[config.mk]
export PLATFORM = sky130hd
export DESIGN_NAME = brb_rd_arbiter
export DESIGN_NICKNAME = d
export VERILOG_FILES = /design/src/rtl/brb_rd_pkg.sv /design/src/rtl/brb_l3_gate.sv /design/src/rtl/brb_l2_gate.sv /design/src/rtl/brb_rd_arbiter.sv
export SDC_FILE = /design/constraint.sdc
export NUM_CORES = 1
export LEC_CHECK = 0
export BUFFER_PORTS_ARGS = -buffer_cell sky130_fd_sc_hd__clkbuf_2
export CORE_AREA = 2 2 39 41
export DETAILED_ROUTE_END_ITERATION = 16
export DIE_AREA = 0 0 41 43
export GPL_ROUTABILITY_DRIVEN = 0
export PLACE_DENSITY = 0.55
export REMOVE_ABC_BUFFERS = 1
export SLEW_MARGIN = 20
export SYNTH_ARGS = -nofsm -noshare
export SYNTH_HDL_FRONTEND = slang
export SYNTH_SLANG_ARGS = --single-unit
[constraint.sdc]
create_clock -name vclk -period 2.14
set_clock_uncertainty 0.1 [all_clocks]
set_input_delay 0.428 -clock vclk [all_inputs]
set_output_delay 0.428 -clock vclk [all_outputs]
set_load 0.01 [all_outputs]
[src/rtl/brb_rd_pkg.sv]
package brb_rd_pkg;
  localparam int unsigned EL_W   = 2;
  localparam int unsigned CTL_W  = 2;
  localparam int unsigned SYN_W  = 6;
  localparam int unsigned RES_W  = 4;
  localparam logic [SYN_W-1:0] SYN_SYSREG = 6'h18;

  typedef enum logic [EL_W-1:0] {
    LVL0 = 2'd0, LVL1 = 2'd1, LVL2 = 2'd2, LVL3 = 2'd3
  } lvl_e;

  // one-hot bit positions of the outcome vector
  localparam int unsigned RES_PERMIT = 0;
  localparam int unsigned RES_UNDEF  = 1;
  localparam int unsigned RES_TRAP2  = 2;
  localparam int unsigned RES_TRAP3  = 3;

  // secure top-level control blocks the access
  function automatic logic top_blocks(input logic ns, input logic [CTL_W-1:0] ctl);
    if (ns) return ~ctl[0];
    return ctl != {CTL_W{1'b1}};
  endfunction
endpackage

[src/rtl/brb_l3_gate.sv]
module brb_l3_gate
  import brb_rd_pkg::*;
(
  input  logic             has_el3,
  input  logic             nonsec,
  input  logic [CTL_W-1:0] top_ctl,
  input  logic             dbg_halted,
  input  logic             sec_dbg_dis,
  input  logic             halt_l3_prio,
  output logic             l3_block,
  output logic             halt_sdd,
  output logic             early_undef
);
  always_comb begin
    l3_block    = has_el3 & top_blocks(nonsec, top_ctl);
    halt_sdd    = dbg_halted & sec_dbg_dis;
    early_undef = halt_sdd & halt_l3_prio & l3_block;
  end

  always_comb begin

    no_el3_block_chk: assert (has_el3 || !l3_block);

    early_needs_block_chk: assert (!early_undef || (l3_block && dbg_halted));
  end
endmodule

[src/rtl/brb_l2_gate.sv]
module brb_l2_gate
  import brb_rd_pkg::*;
(
  input  logic [EL_W-1:0] cur_el,
  input  logic            el2_enabled,
  input  logic            has_el3,
  input  logic            fgt_en,
  input  logic            hyp_rd_en,
  output logic            l2_trap
);
  logic fgt_cond;
  always_comb begin
    fgt_cond = (has_el3 & ~fgt_en) | ~hyp_rd_en;
    l2_trap  = (cur_el == LVL1) & el2_enabled & fgt_cond;
  end

  always_comb begin

    l2_only_from_l1_chk: assert (!l2_trap || cur_el == LVL1);
  end
endmodule

[src/rtl/brb_rd_arbiter.sv]
module brb_rd_arbiter
  import brb_rd_pkg::*;
(
  input  logic [1:0] cur_el,
  input  logic       dbg_halted,
  input  logic       sec_dbg_dis,
  input  logic       halt_l3_prio,
  input  logic       has_el3,
  input  logic       el2_enabled,
  input  logic [1:0] top_ctl,
  input  logic       nonsec,
  input  logic       fgt_en,
  input  logic       hyp_rd_en,
  output logic [3:0] outcome,
  output logic [5:0] syn_class
);
  logic l3_block, halt_sdd, early_undef, l2_trap;
  logic trap_any;

  brb_l3_gate u_l3 (
    .has_el3     (has_el3),
    .nonsec      (nonsec),
    .top_ctl     (top_ctl),
    .dbg_halted  (dbg_halted),
    .sec_dbg_dis (sec_dbg_dis),
    .halt_l3_prio(halt_l3_prio),
    .l3_block    (l3_block),
    .halt_sdd    (halt_sdd),
    .early_undef (early_undef)
  );

  brb_l2_gate u_l2 (
    .cur_el     (cur_el),
    .el2_enabled(el2_enabled),
    .has_el3    (has_el3),
    .fgt_en     (fgt_en),
    .hyp_rd_en  (hyp_rd_en),
    .l2_trap    (l2_trap)
  );

  always_comb begin
    outcome = '0;
    unique case (lvl_e'(cur_el))
      LVL0: outcome[RES_UNDEF]  = 1'b1;
      LVL3: outcome[RES_PERMIT] = 1'b1;
      default: begin
        if (early_undef)   outcome[RES_UNDEF] = 1'b1;
        else if (l2_trap)  outcome[RES_TRAP2] = 1'b1;
        else if (l3_block) begin
          if (halt_sdd)    outcome[RES_UNDEF] = 1'b1;
          else             outcome[RES_TRAP3] = 1'b1;
        end
        else               outcome[RES_PERMIT] = 1'b1;
      end
    endcase
    trap_any  = outcome[RES_TRAP2] | outcome[RES_TRAP3];
    syn_class = trap_any ? SYN_SYSREG : '0;
  end

  always_comb begin

    onehot_res_chk: assert ($onehot(outcome));

    lvl0_undef_chk: assert (cur_el != LVL0 || outcome[RES_UNDEF]);

    lvl3_permit_chk: assert (cur_el != LVL3 || outcome[RES_PERMIT]);

    no_el3_no_trap3_chk: assert (has_el3 || !outcome[RES_TRAP3]);

    syn_valid_chk: assert ((syn_class != '0) == (outcome[RES_TRAP2] || outcome[RES_TRAP3]));
  end
endmodule

==> results.cfg <==
[worst_setup_path]
cp-endpoint = syn_class[3]
crit_start = cur_el[0]
arrival_ns = 1.48
worstSetupEndpointType = primary output
worstPathRequired_ns = 1.61
crit_fanout = 6
startpoint_type = primary input
crit_type = in2out

[place]
portBuffers = 18

[global_route]
grt_max_degree = 7
grtUsageMet1_pct = 7.278
grt_pass1_vias = 219
grt_usage_pct = 6.094
grt_use_met2_pct = 11.56
grt_antenna_before_repair = 0
grt-busiest-layer = met2
grt_use_met3_pct = 0.5236
overflow = 0
grt_pass1_wl_um = 821

[synth]
synth-compound-area-share_pct = 32.16
synth_seq_area_share_pct = 0
synthAdderAreaFrac_pct = 17.54
yosysUniqueCellTypes = 17
synth_top_family_by_area = compound AO/OA/AOI/OAI gates
netlist_instances = 31
syn_area_um2 = 214.0
synthMuxAreaShare_pct = 0
synth-warning-count = 0
avgSynthCellArea_um2 = 6.902
yosys.area_share.simple_pct = 22.22
synthXorXnorAreaFrac_pct = 0

[detailed_routing]
wl_per_cell_um = 8.226
drt-initial-drc-count = 1
avgViaCountPerCell = 4.032
first_pass_iters = 2
vias = 250
route.detailed.drc = 0
drtAntennaViolNets = 0
routed_wl_um = 510

[flow_run]
cap_violations = 0

[power]
worst_ir_drop_vdd_v = 0.00002652
p_per_area_mw_per_mm2 = 194.1
total_power_mw = 0.06000
leakagePower_nw = 0.1583

[sta]
max_freq_mhz = 497.8
final_hold_viol_count = 0
post-route-min-period_ns = 2.009
setup-violations-final = 0
whs_ns = 1.125
setup_tns_ns = 0
finalCritPeriodShare_pct = 93.87
slew_violations = 0
rsz0062_at_grt = false

[finish]
ff_latch_area_um2 = 0
n_fill_cell = 160
area_delta_synth_final_pct = 44.44
nets = 63
nClkBuffers = 0
diodes = 0
seq_cells = 0
drive_gt1_share_pct = 52.17

[worst_hold_path]
hp-class = in2out

[floorplanning]
dieHeight_um = 43
core-area_mm2 = 0.001384
dieArea_mm2 = 0.001763
rows = 14
ios = 22
die_x_um = 41
start_util_pct = 15.46

[outcome]
status = finished clean

[clock_tree]
cts_setup_buffers = 0
[per-layer routing]
metal  part of all wire (%)  wire length (um)
met1                     39               199
met2                     48               247
met3                     13                64
met4                      0                 0
met5                      0                 0
[worst min-delay path by stage]
stage            start         end  slack (ns)  cells past startpoint
3_3_place_gp   has_el3  outcome[0]        1.12                      3
6_report       has_el3  outcome[0]        1.12                      3
3_5_place_dp   has_el3  outcome[0]        1.11                      3
2_1_floorplan  has_el3  outcome[0]        0.87                      1
4_1_cts        has_el3  outcome[0]        1.12                      3
5_1_grt        has_el3  outcome[0]        1.15                      3
[where the power goes]
group | switching (mW) | internal (mW) | total, mW | leakage, nW
clock | 0 | 0 | 0 | 0
sequential | 0 | 0 | 0 | 0
combinational | 0.0334 | 0.0266 | 0.0600 | 0.158
total | 0.0334 | 0.0266 | 0.0600 | 0.158
[kinds of logic after synthesis]
| logic type | after synthesis |
|---|---|
| other | 1 |
| buffers and inverters | 9 |
| and+or+nand+nor | 10 |
| adders and majority gates | 3 |
| AOI/OAI and AO/OA | 8 |
[through the flow]
stage / cell area [um2] / cells / worst slack (ns) / util (%)
3_5_place_dp: 290.3 / 62 / 0.04544 / 20.98
5_1_grt: 309.0 / 62 / 0.01224 / 22.33
3_3_place_gp: 290.3 / 62 / 0.03150 / 20.98
2_1_floorplan: 180.2 / 28 / 0.2770 / -
4_1_cts: 290.3 / 62 / 0.03119 / 20.98
6_report: 309.0 / 62 / 0.1311 / 22.33
[critical path, stage by stage]
cell and delay (ns):
clkbuf_2 0.10, inv_1 0.07, ha_4 0.29, nand3_1 0.10, a21oi_2 0.18, o2bb2ai_1 0.16
clkbuf_2 0.16
[Yosys cell counts, drive strengths merged]
library cell  instances  area [um2]
inv                   3       11.26
o21a                  1       7.510
a311oi                1       8.760
nand3                 3       15.01
nor2                  1       3.750
buf                   6       45.04
nand2b                1       8.760
o32ai                 1       8.760
o2bb2ai               1       8.760
o21ai                 1       8.760
ha                    3       37.54
nor3                  1       5.000
conb                  1       3.750
nand2                 4       15.01
a211oi                1       12.51
a21oi                 2       13.76
[final cells by class]
type | count | area, um2 | share of cell area [%]
Tap cell | 16 | 20.02 | 6.478
Timing Repair Buffer | 18 | 90.09 | 29.15
Multi-Input combinational cell | 25 | 187.7 | 60.73
Inverter | 3 | 11.26 | 3.644
[cells in the final DEF, fill, tap and decap left out]
cell type	count
clkbuf_2	18
nand2_1	4
conb_1	4
inv_1	3
nand3_1	3
ha_1	2
nand2b_2	1
a211oi_2	1
o21ai_2	1
o32ai_1	1
a21oi_2	1
o21a_1	1
a21oi_1	1
nor3_1	1
o2bb2ai_1	1
nor2_1	1
a311oi_2	1
ha_4	1
[what timing repair did]
action	CTS	global route
hold buffers	0	0
endpoints found under the setup margin	0	4
hold endpoints to repair	0	0
gates resized for setup	0	3
Note: power is estimated with default switching activity, not from simulation.
